`config.mk`:
```
export PLATFORM = sky130hd
export DESIGN_NAME = evt_timer_core
export DESIGN_NICKNAME = d
export VERILOG_FILES = /design/src/rtl/evt_timer_pkg.sv /design/src/rtl/evt_edge_detect.sv /design/src/rtl/evt_run_ctrl.sv /design/src/rtl/evt_count_dp.sv /design/src/rtl/evt_timer_core.sv
export SDC_FILE = /design/constraint.sdc
export NUM_CORES = 1
export LEC_CHECK = 0
export BUFFER_PORTS_ARGS = -buffer_cell sky130_fd_sc_hd__buf_4
export CAP_MARGIN = 20
export CORE_MARGIN = 2
export CORE_UTILIZATION = 40
export DETAILED_ROUTE_END_ITERATION = 7
export GPL_ROUTABILITY_DRIVEN = 0
export PLACE_DENSITY = 0.6
export SLEW_MARGIN = 10
export SYNTH_ARGS = -nofsm -noshare
export SYNTH_HDL_FRONTEND = slang
export SYNTH_HIERARCHICAL = 1
export SYNTH_SLANG_ARGS = --single-unit
```
`constraint.sdc`:
```
create_clock -name clk -period 3.2 [get_ports clk]
set_clock_uncertainty 0.1 [all_clocks]
set_input_delay 0.16 -clock clk [delete_from_list [all_inputs] [get_ports clk]]
set_output_delay 0.16 -clock clk [all_outputs]
set_load 0.01 [all_outputs]
```
`src/rtl/evt_timer_pkg.sv`:
```
package evt_timer_pkg;

    localparam int DEF_CNT_W = 32;
    localparam int DEF_PER_W = 8;

    typedef enum logic [1:0] {
        EVA_NONE    = 2'd0,
        EVA_RETRIG  = 2'd1,
        EVA_COUNT   = 2'd2,
        EVA_START   = 2'd3
    } evact_e;

    typedef enum logic [1:0] {
        SZ_8   = 2'd0,
        SZ_16  = 2'd1,
        SZ_32  = 2'd2,
        SZ_32B = 2'd3
    } size_e;

    typedef struct packed {
        logic restart;
        logic step;
    } cnt_cmd_t;

    function automatic logic starts_on_event(evact_e act);
        return (act == EVA_RETRIG) || (act == EVA_START);
    endfunction

endpackage

```
`src/rtl/evt_edge_detect.sv`:
```
module evt_edge_detect (
    input  logic clk,
    input  logic rst,
    input  logic lvl_i,
    output logic rise_o
);
    logic lvl_q;

    always_ff @(posedge clk) begin
        if (rst) lvl_q <= 1'b0;
        else     lvl_q <= lvl_i;
    end

    assign rise_o = lvl_i & ~lvl_q;
endmodule

```
`src/rtl/evt_run_ctrl.sv`:
```
module evt_run_ctrl
    import evt_timer_pkg::*;
(
    input  logic     clk,
    input  logic     rst,
    input  logic     enable_i,
    input  logic     tick_i,
    input  evact_e   evact_i,
    input  logic     evt_rise_i,
    input  logic     sw_retrig_i,
    output logic     run_o,
    output cnt_cmd_t cmd_o
);
    logic run_q;
    logic run_d;
    logic trig;

    assign trig = evt_rise_i | sw_retrig_i;

    always_comb begin
        run_d = 1'b0;
        if (enable_i) begin
            if (starts_on_event(evact_i)) run_d = run_q | trig;
            else                          run_d = 1'b1;
        end
    end

    always_ff @(posedge clk) begin
        if (rst) run_q <= 1'b0;
        else     run_q <= run_d;
    end

    always_comb begin
        cmd_o.restart = enable_i && run_q && (evact_i == EVA_RETRIG) && trig;
        if (evact_i == EVA_COUNT) cmd_o.step = enable_i && evt_rise_i;
        else                      cmd_o.step = enable_i && run_q && tick_i;
    end

    assign run_o = run_q;


    start_ignores_trig_chk: assert property (@(posedge clk) disable iff (rst)
        (evact_i == EVA_START && run_q && enable_i) |=> run_q);


    retrig_waits_chk: assert property (@(posedge clk) disable iff (rst)
        (evact_i == EVA_RETRIG && !run_q && !evt_rise_i && !sw_retrig_i) |=> !run_q);
endmodule

```
`src/rtl/evt_count_dp.sv`:
```
module evt_count_dp
    import evt_timer_pkg::*;
#(
    parameter int CNT_W = DEF_CNT_W,
    parameter int PER_W = DEF_PER_W
) (
    input  logic             clk,
    input  logic             rst,
    input  size_e            size_i,
    input  logic             dir_down_i,
    input  logic             period_we_i,
    input  logic [PER_W-1:0] period_d_i,
    input  cnt_cmd_t         cmd_i,
    output logic [CNT_W-1:0] count_o,
    output logic             wrap_o
);
    localparam logic [CNT_W-1:0] MAX16 = CNT_W'((64'd1 << 16) - 64'd1);
    localparam logic [CNT_W-1:0] MAXW  = '1;

    logic [PER_W-1:0] period_q;
    logic [CNT_W-1:0] cnt_q;
    logic [CNT_W-1:0] cnt_d;
    logic [CNT_W-1:0] top_w;
    logic             wrap_q;
    logic             wrap_d;

    always_ff @(posedge clk) begin
        if (rst)              period_q <= '1;
        else if (period_we_i) period_q <= period_d_i;
    end

    always_comb begin
        unique case (size_i)
            SZ_8:    top_w = CNT_W'(period_q);
            SZ_16:   top_w = MAX16;
            default: top_w = MAXW;
        endcase
    end

    always_comb begin
        cnt_d  = cnt_q;
        wrap_d = 1'b0;
        if (cmd_i.restart) begin
            cnt_d = dir_down_i ? top_w : '0;
        end else if (cmd_i.step) begin
            if (dir_down_i) begin
                if (cnt_q == '0) begin
                    cnt_d  = top_w;
                    wrap_d = 1'b1;
                end else begin
                    cnt_d = cnt_q - 1'b1;
                end
            end else begin
                if (cnt_q >= top_w) begin
                    cnt_d  = '0;
                    wrap_d = 1'b1;
                end else begin
                    cnt_d = cnt_q + 1'b1;
                end
            end
        end
    end

    always_ff @(posedge clk) begin
        if (rst) begin
            cnt_q  <= '0;
            wrap_q <= 1'b0;
        end else begin
            cnt_q  <= cnt_d;
            wrap_q <= wrap_d;
        end
    end

    assign count_o = cnt_q;
    assign wrap_o  = wrap_q;


    up_wrap_chk: assert property (@(posedge clk) disable iff (rst)
        (cmd_i.step && !cmd_i.restart && !dir_down_i && cnt_q >= top_w)
        |=> (cnt_q == '0 && wrap_q));


    down_wrap_chk: assert property (@(posedge clk) disable iff (rst)
        (cmd_i.step && !cmd_i.restart && dir_down_i && cnt_q == '0)
        |=> (cnt_q == $past(top_w) && wrap_q));


    reload_up_chk: assert property (@(posedge clk) disable iff (rst)
        (cmd_i.restart && !dir_down_i) |=> (cnt_q == '0));
endmodule

```
`src/rtl/evt_timer_core.sv`:
```
module evt_timer_core
    import evt_timer_pkg::*;
(
    input  logic        clk,
    input  logic        rst,
    input  logic        tick_i,
    input  logic        enable_i,
    input  logic        dir_down_i,
    input  logic        sw_retrig_i,
    input  logic        event_i,
    input  logic [1:0]  evact_i,
    input  logic [1:0]  size_i,
    input  logic        period_we_i,
    input  logic [7:0]  period_d_i,
    output logic [31:0] count_o,
    output logic        running_o,
    output logic        wrap_o
);
    localparam int CNT_W = DEF_CNT_W;
    localparam int PER_W = DEF_PER_W;

    evact_e   act;
    size_e    sz;
    logic     evt_rise;
    cnt_cmd_t cmd;

    assign act = evact_e'(evact_i);
    assign sz  = size_e'(size_i);

    evt_edge_detect u_edge (
        .clk    (clk),
        .rst    (rst),
        .lvl_i  (event_i),
        .rise_o (evt_rise)
    );

    evt_run_ctrl u_run (
        .clk         (clk),
        .rst         (rst),
        .enable_i    (enable_i),
        .tick_i      (tick_i),
        .evact_i     (act),
        .evt_rise_i  (evt_rise),
        .sw_retrig_i (sw_retrig_i),
        .run_o       (running_o),
        .cmd_o       (cmd)
    );

    evt_count_dp #(.CNT_W(CNT_W), .PER_W(PER_W)) u_dp (
        .clk         (clk),
        .rst         (rst),
        .size_i      (sz),
        .dir_down_i  (dir_down_i),
        .period_we_i (period_we_i),
        .period_d_i  (period_d_i),
        .cmd_i       (cmd),
        .count_o     (count_o),
        .wrap_o      (wrap_o)
    );


    disabled_hold_chk: assert property (@(posedge clk) disable iff (rst)
        !enable_i |=> ($stable(count_o) && !running_o));


    resume_held_chk: assert property (@(posedge clk) disable iff (rst)
        (act == EVA_RETRIG && enable_i && !running_o && evt_rise) |=> $stable(count_o));
endmodule

```
# [Yosys cells after proc, flatten, opt, wreduce, memory -nomap -nowiden]
# Cells that the tools add are included.
[classes] addsub=2 n_mul=0 n_div=0 n_lt_le_gt_ge=1 n_eq_ne=4 n_shift=0 n_mux=12 bitwise=6 reduce_logical=11
[ops] cell="two-way mux 32 bit" count=6
[ops] cell="case mux 32 bit (2 select lines)" count=1
[ops] cell="adder 32 x 1 -> 32 bit (second input constant)" count=1
[ops] cell=">= comparator 32 bit" count=1
[ops] cell="zero test 32 bit" count=1
[ops] cell="subtractor 32 x 1 -> 32 bit (second input constant)" count=1
[ops] cell="logical AND 1 bit" count=5
[ops] cell="two-way mux 1 bit" count=5
[ops] cell="== test 2 x 1 -> 1 bit (second input constant)" count=2
[ops] cell="== test 2 bit (second input constant)" count=2
[ops] cell="NOT 1 bit" count=3
[ops] cell="OR reduction 3 bit" count=1
[ops] cell="zero test 2 bit" count=1
[ops] cell="bitwise OR 1 bit" count=2
[ops] cell="nonzero test 2 bit" count=1
[ops] cell="OR reduction 2 bit" count=1
[ops] cell="bitwise AND 1 bit" count=1
[ops] cell="logical OR 1 bit" count=1
[word_totals] reg_bits=43 latch_bits=0 ramBits=0 mem_bits_ro=0 input_bits=20 out_inout_bits=34 word_cells=41 mem_count=0

# [Depth between registers and ports, before layout]
# Gate-level depths: netlist of run 1.
[logic_depth] depth_word=7 depth_mapped=11

# [Modules after synthesis]
# The synthesis of run 1 kept the hierarchy.
[by_module_without_submodules] mod="evt_count_dp" n_inst=1 cells_each=565 area_each_um2=4147.7 seq_area_each_um2=820.8
[by_module_without_submodules] mod="evt_run_ctrl" n_inst=1 cells_each=11 area_each_um2=86.3 seq_area_each_um2=20.0
[by_module_without_submodules] mod="evt_edge_detect" n_inst=1 cells_each=3 area_each_um2=47.5 seq_area_each_um2=20.0

# [Worst setup path before layout of run 1]
# No wires, ideal clock.
[synth_timing] kind="input to register" start="in size_i[0]" end="reg u_dp.cnt_q[10] (netlist: u_dp/count_o[10])" setup_ps=79 arrival_ps=2723 setup_slack_ps=299 stages=11 n_path_buf=1 cell_sequence="or2_2 clkbuf_1 inv_1 ha_1 a21o_1 nand3_1 a21oi_1 o31a_1 nor3_1 o31ai_1 nor3_1"
[synth_via] elab_chain_cells=7 elab_cells_between_ends=10 cone_classes="order compare (1); eq/ne (1); mux (7); reduce/logical (1)"
[synth_rtl] item="start: declaration" line="evt_timer_core.sv:12" rtl="input logic [1:0] size_i,"
[synth_rtl] item="== test 2 x 1 -> 1 bit or zero test 2 bit (tied branches)" line="evt_count_dp.sv:33" rtl="unique case (size_i)"
[synth_rtl] item="case mux 32 bit (2 select lines) (*)" line="evt_count_dp.sv:33"
[synth_rtl] item=">= comparator 32 bit" line="evt_count_dp.sv:54" rtl="if (cnt_q >= top_w) begin"
[synth_rtl] item="two-way mux 32 bit" line="evt_count_dp.sv:54"
[synth_rtl] item="two-way mux 32 bit" line="evt_count_dp.sv:46" rtl="if (dir_down_i) begin"
[synth_rtl] item="two-way mux 32 bit" line="evt_count_dp.sv:45" rtl="end else if (cmd_i.step) begin"
[synth_rtl] item="two-way mux 32 bit (*)" line="evt_count_dp.sv:43" rtl="if (cmd_i.restart) begin"
[synth_rtl] item="end signal: assignment" line="evt_count_dp.sv:69" rtl="cnt_q <= cnt_d;"
[synth_rtl] item="end: declaration" line="evt_count_dp.sv:21" rtl="logic [CNT_W-1:0] cnt_q;"
# Every way passes the cells marked *; elsewhere a longest branch is shown, timed or not. The select of a mux whose other input is x is not followed.
# A chain may end at the register's enable or synchronous reset.

# [Worst setup path after layout of run 1]
[layout_timing] start="reg u_dp.cnt_q[18] (netlist: u_dp/count_o[18])" end="reg u_dp.cnt_q[23] (netlist: u_dp/count_o[23])"
[layout_via] elab_chain_cells=5 elab_cells_between_ends=9 cone_classes="add/sub (2); order compare (1); mux (5); reduce/logical (1)"
[layout_rtl] item="adder 32 x 1 -> 32 bit (tied with other cells)" line="evt_count_dp.sv:58" rtl="cnt_d = cnt_q + 1'b1;"
[layout_rtl] item="two-way mux 32 bit (on tied branches)" line="evt_count_dp.sv:54, evt_count_dp.sv:47"
[layout_rtl] item="two-way mux 32 bit (*)" line="evt_count_dp.sv:46"
[layout_rtl] item="two-way mux 32 bit (*)" line="evt_count_dp.sv:45"
[layout_rtl] item="two-way mux 32 bit (*)" line="evt_count_dp.sv:43"
# Marks and branches as above.

==> flow_metrics.tcl, run 1 <==
set metrics [dict create \
    status "completed" \
    grt_pass1_vias 4648 \
    r2r_cells 10 \
    area.sequential_sq_um 861 \
    area_growth_pct 20.2 \
    power_density_nw_per_um2 392 \
    cts-root-buf "clkbuf_8" \
    diodes 0 \
    hpwl_um 10800 \
    final_util_pct 49.6 \
    synthCells 579 \
    synthTopCellsByArea "dfxtp_1 20%, ha_1 9.9%, nor2_1 5.3%" \
    antenna_found_initial 0 \
    cpMaxStageDelayCell "dfxtp_1" \
    power_leakage_nw 2.14 \
    fin_crit_ps 2890 \
    htreeDepth 2 \
    maxSlewViolCount 0 \
    synth-seq-cells 43 \
    hold_depth 3 \
    drtIter0Drc 490 \
    cp-end-kind "flip-flop" \
    rows 37 \
    netlist.area_leader.share_pct 20.1 \
    total_power_mw 2.02 \
    yosysMostFrequentCell "nor2_1" \
    die-area_sq_um 11500 \
    vias_per_cell 6.29 \
    cts_resized 0 \
    path_max_fanout 13 \
    numClockSinks 43 \
    cts.clk_slew.worst_paths_ps 90 \
    reg2reg_slack_ps 310 \
    grt_max_degree 44 \
    initial_core_util_pct 41.3 \
    clockBufferDepth 2 \
    core_sq_um 10400 \
    cpPeakStageDelay_ps 650 \
    path_class "flip-flop to flip-flop" \
    finalSetupViolCount 0 \
    synth-edff-count 0 \
    fin_cells 784 \
    reg2reg_to "u_dp/count_o[23]" \
    drive_above_1_share_pct 18.8 \
    crit_arrival_ps 2960 \
    grtUsageTotal_pct 25.6 \
    yosys.cell_types.count 73 \
    finalCritPeriodShare_pct 90.2 \
    insertion_delay_ps 310 \
    pin_count 54 \
    vdd_drop_max_mv 0.174 \
    grtUsageMet2_pct 40.8 \
    fillCellCount 1036 \
    cts_tree "built" \
    report.final.hold_viol_count 0 \
    die_x_um 107 \
    max_cap_violations 0 \
    postCtsSetupRepairBufs 0 \
    grt-ovfl-total 0 \
    ys_seq_area_share_pct 20.1 \
    dieHeight_um 107 \
    slew_headroom_pct 53.5 \
    drt_wl_total_um 14600 \
    fin_nets 701 \
    met3_usage_pct 3.63 \
    wl_per_cell_um 18.7 \
    drc_errors 0 \
    syn_area_sq_um 4280 \
    rr_startpoint "u_dp/count_o[18]" \
    synthFlopType "dfxtp_1" \
    synth_top_area_cell "dfxtp_1" \
    holdCritStartpoint "enable_i" \
    synth_common_cells "61 x nor2_1, 52 x nand2_1, 43 x dfxtp_1" \
    critPathLaunchType "flip-flop" \
    required_ps 3280 \
    synthArstFlopShare_pct 0 \
    hp-class "primary input to flip-flop" \
    top_usage_layer "met2" \
    multi_input_area_sq_um 3160 \
    worstMarginPinSlew_ps 694 \
    vias 4931 \
    hold_path_end "u_run/run_o" \
    yosys_warnings 6 \
    placedCellCount 766 \
    avgSynthCellArea_sq_um 7.39 \
    first_pass_iters 5 \
    timing.fmax_mhz 346 \
    numPortBuffers 53 \
    numCtsBuffers 5 \
    grt_pass1_wl_um 23600 \
    crit_chain "ha_1 -> nand4_1 -> nor4_1 -> buf_4 -> nand4_1 -> o22ai_1 -> nor3_1 -> buf_4 -> o31ai_4 -> nor3_1" \
    met1_usage_pct 33.9 \
    postRouteAntennaNets 0 \
    rsz0062_at_grt "false" \
    setup_tns_ps 0 \
    synth_fp_nets 633 \
]
## metrics by stage
| stage | hold slack [ps] | cell area [sq um] | setup WS, ps |
|---|---|---|---|
| 6_report | 61.7 | 5140 | 314 |
| 5_1_grt | 72.8 | 5140 | 49.9 |
| 4_1_cts | 55.1 | 5140 | 341 |
| 3_5_place_dp | 281 | 4940 | 148 |
| 3_3_place_gp | 273 | 4940 | 267 |
| 2_1_floorplan | 124 | 4280 | 299 |
## placed cells by master, fill, tap and decap left out, types with 3 or more instances in the layout
master and count:
buf_4 93, a21boi_0 3, a21oi_1 40, nand2b_1 3, a221oi_1 5, a211oi_1 7
nor2_1 61, o41ai_1 3, nor4_1 17, dlygate4sd3_1 10, o22ai_1 4, a211o_1 4
inv_1 15, a311oi_1 3, and4_1 4, a31oi_1 9, o31ai_1 12, clkbuf_8 7
or2_2 4, and2_1 7, xor2_1 8, dfxtp_1 43, nand2_1 52, ha_1 34
mux2i_1 12, o211ai_1 8, nor3_1 30, nand4_1 16, o32ai_1 3, and3_1 6
nor3b_1 3, nand3_1 21, nand3b_1 5, xnor2_1 10, o21ai_0 27, or3_1 9
## logic make-up after synthesis
logic type	synth area share (%)
flops	20.1
buf+inv	6.19
fa+ha+maj	10.2
compound gates	24.7
mux	2.81
simple gates	32.3
xor+xnor	3.68
## routing by layer
layer / wire length (um) / up-vias
met5: 0 / -
met4: 592 / 0
met3: 1160 / 48
met2: 6460 / 269
met1: 6440 / 2301
li1: - / 2313
## where the power goes
part           total (mW)  internal [mW]  switching [mW]
clock network       0.406          0.198           0.208
registers           0.653          0.576          0.0771
logic               0.956          0.406           0.550
total                2.02           1.18           0.835
## final cells by class
class / count / share of cell area, %
Inverter: 16 / 1.17
Tap cell: 136 / 3.31
Timing Repair Buffer: 103 / 15.5
Clock buffer: 8 / 1.95
Multi-Input combinational cell: 478 / 61.3
Sequential cell: 43 / 16.7
## critical path, delay by kind of cell (launching register included)
family	cells	cell delay (ps)
buf+inv	2	360
flops	1	650
fa+ha+maj	1	230
compound gates	2	670
simple gates	5	740
## repair_timing
| item | 4_1_cts | 5_1_grt |
|---|---|---|
| hold buffers | 10 | 0 |
| hold endpoints to repair | 10 | 0 |
| endpoints found under the setup margin | 0 | 0 |
## flip-flops by register name (all words and copies together) (netlist names)
signal	flops
u_dp/count_o	32
u_edge/lvl_q	1
u_dp/period_q	8
u_dp/wrap_o	1
u_run/run_o	1
## worst max path at each step
stage | startpoint | endpoint | slack (ps) | cells after the start
after floorplan | size_i[0] | u_dp/count_o[10] | 300 | 11
after global placement | size_i[1] | u_dp/count_o[23] | 270 | 12
after detailed placement | size_i[1] | u_dp/count_o[23] | 150 | 12
after CTS | u_dp/count_o[18] | u_dp/count_o[23] | 340 | 10
after global routing | u_dp/count_o[6] | u_dp/count_o[27] | 50 | 9
final | u_dp/count_o[18] | u_dp/count_o[23] | 310 | 10
(Power assumes the default switching activity.)
==> inputs of run 2 (changes only) <==
==> constraint.sdc (replaced) <==
create_clock -name clk -period 3.3 [get_ports clk]
set_clock_uncertainty 0.1 [all_clocks]
set_input_delay 0.165 -clock clk [delete_from_list [all_inputs] [get_ports clk]]
set_output_delay 0.165 -clock clk [all_outputs]
set_load 0.01 [all_outputs]
==> run 2 against run 1 <==
  * Critical path depth decreased by 1
  * Count of clock-buffer cells in the layout decreased by 2
  * Setup slack got worse by 110 ps
  * Sequential share of layout area increased by 0.27 points
  * Non-clock buffer count decreased by 9
  * Global-route usage decreased by 0.30 points
  * Total power decreased by 6.1%
  * Hold slack improved by 16 ps
  * First-iteration DRC count increased by 5.7%
  * Sequential cell count unchanged
  * Combinational power decreased by 6.0%
  * Critical path type is now primary input to flip-flop
==> flow_metrics.tcl, run 2 (synthesis gave the netlist of run 1 again) <==
set metrics [dict create \
    status "completed" \
    cts_resized 0 \
    timing.fmax_mhz 323 \
    pwr-share-comb_pct 47.5 \
    path_class "primary input to flip-flop" \
    top_layer_used "met4" \
    wl_met1_um 6610 \
    fillCellCount 1041 \
    swShare_pct 42.5 \
    reg2reg_to "u_dp/count_o[23]" \
    grt-ovfl-total 0 \
    dr_wl_met2_um 6530 \
    numPortBuffers 53 \
    met3WireLength_um 1120 \
    initial_core_util_pct 41.3 \
    report.final.hold_viol_count 0 \
    wl_per_cell_um 18.9 \
    cts.clk_slew.worst_paths_ps 90 \
    crit_end "u_dp/count_o[23]" \
    cts-root-buf "clkbuf_8" \
    antenna_found_initial 0 \
    core_sq_um 10400 \
    final_cell_mix "84 x buf_4, 61 x nor2_1, 52 x nand2_1" \
    postCtsSetupRepairBufs 0 \
    multi_input_area_sq_um 3160 \
    power_frac_seq_pct 34.0 \
    setup_slack_ps 207 \
    finalCritPeriodShare_pct 93.7 \
    max_cap_violations 0 \
    numCtsBuffers 5 \
    numClockSinks 43 \
    grt_max_degree 36 \
    drive_above_1_share_pct 17.7 \
    clockBufferDepth 2 \
    pin_count 54 \
    vdd_drop_max_mv 0.175 \
    clockPowerShare_pct 18.5 \
    power_density_nw_per_um2 374 \
    dieHeight_um 107 \
    htreeDepth 2 \
    postRouteAntennaNets 0 \
    area.sequential_sq_um 861 \
    setup_tns_ps 0 \
    crit_arrival_ps 3160 \
    die_x_um 107 \
    diodes 0 \
    path_max_fanout 17 \
    reg2reg_slack_ps 360 \
    cts_tree "built" \
    internal_power_mw 1.09 \
    vias_per_cell 6.23 \
    worstSetupStartpoint "event_i" \
    grtUsageTotal_pct 25.3 \
    power_leakage_nw 2.08 \
    drtIter0Drc 518 \
    rsz0062_at_grt "false" \
    slew_headroom_pct 31.2 \
    critPathLaunchType "primary input" \
    ctsHoldBuffers 10 \
    grt_pass1_wl_um 23400 \
    grt_pass1_vias 4577 \
    cp-end-kind "flip-flop" \
    hp-class "primary input to flip-flop" \
    area_growth_pct 18.2 \
    first_pass_iters 7 \
    die-area_sq_um 11500 \
    hpwl_um 10700 \
    required_ps 3370 \
    finalSetupViolCount 0 \
    rows 37 \
    rr_startpoint "u_dp/count_o[0]" \
    fin_crit_ps 3090 \
    worstMarginPinSlew_ps 1020 \
    layout_commonest_cell "buf_4" \
    drt_wl_total_um 14600 \
    insertion_delay_ps 300 \
    drc_errors 0 \
    r2r_cells 9 \
    maxSlewViolCount 0 \
    largest_reg_flops 32 \
    fin_nets 692 \
    vias 4832 \
    p_sw_uw 805 \
    place_ws_ps 206 \
]
==> run 2: cell types whose count changed in the layout (fill, tap and decap cells not counted), sizes merged <==
cell      change
buf           -9
clkbuf        -2
clkinv        +1
clkinvlp      +1
==> run 2: worst max-delay path, stage by stage <==
cell           delay (ps)
dlygate4sd3_1         520
buf_4                 100
nor2b_4               130
nor2_1                 70
nor4_2                460
or2_2                 480
o21ai_1               460
o31ai_4               630
nor3_1                120
==> run 2: layer usage <==
metal	up-vias	global-route usage [%]
met5	-	0
met2	225	40.1
met1	2268	35.3
li1	2308	-
met3	31	3.45
met4	0	8.61
==> run 2: worst min-delay path by stage <==
| stage | start | endpoint | slack, ps | cells past startpoint |
|---|---|---|---|---|
| 4_1_cts | rst | u_edge/lvl_q | 80 | 2 |
| 3_3_place_gp | period_d_i[7] | u_dp/period_q[7] | 280 | 3 |
| 6_report | enable_i | u_run/run_o | 80 | 3 |
| 5_1_grt | enable_i | u_run/run_o | 80 | 3 |
| 3_5_place_dp | period_d_i[0] | u_dp/period_q[0] | 280 | 3 |
| 2_1_floorplan | rst | u_edge/lvl_q | 130 | 1 |
==> run 2: stage by stage <==
stage	std cells	instance area [sq um]	total power, mW	hold WS [ps]	util [%]
after floorplan	579	4280	1.22	129	-
after global placement	757	4880	1.51	278	47.0
after detailed placement	757	4880	1.52	283	47.0
after CTS	775	5060	1.88	81.1	48.8
after global routing	775	5060	2.01	80.4	48.8
final	775	5060	1.89	77.6	48.8
==> run 2: area by class of cell <==
class                   instances  area share, %
clock buffers                   6           1.43
well taps                     136           3.36
repair buffers                 94           14.4
inverters                      16           1.19
clock inverters                 2          0.247
flip-flops and latches         43           17.0
multi-input cells             478           62.3
==> run 2: power groups by stage <==
stage | clock network, mW | registers (mW) | logic, mW
after floorplan | 0 | 0.625 | 0.598
after global placement | 0 | 0.654 | 0.859
after detailed placement | 0 | 0.654 | 0.866
after CTS | 0.356 | 0.642 | 0.879
after global routing | 0.382 | 0.652 | 0.975
final | 0.350 | 0.643 | 0.899
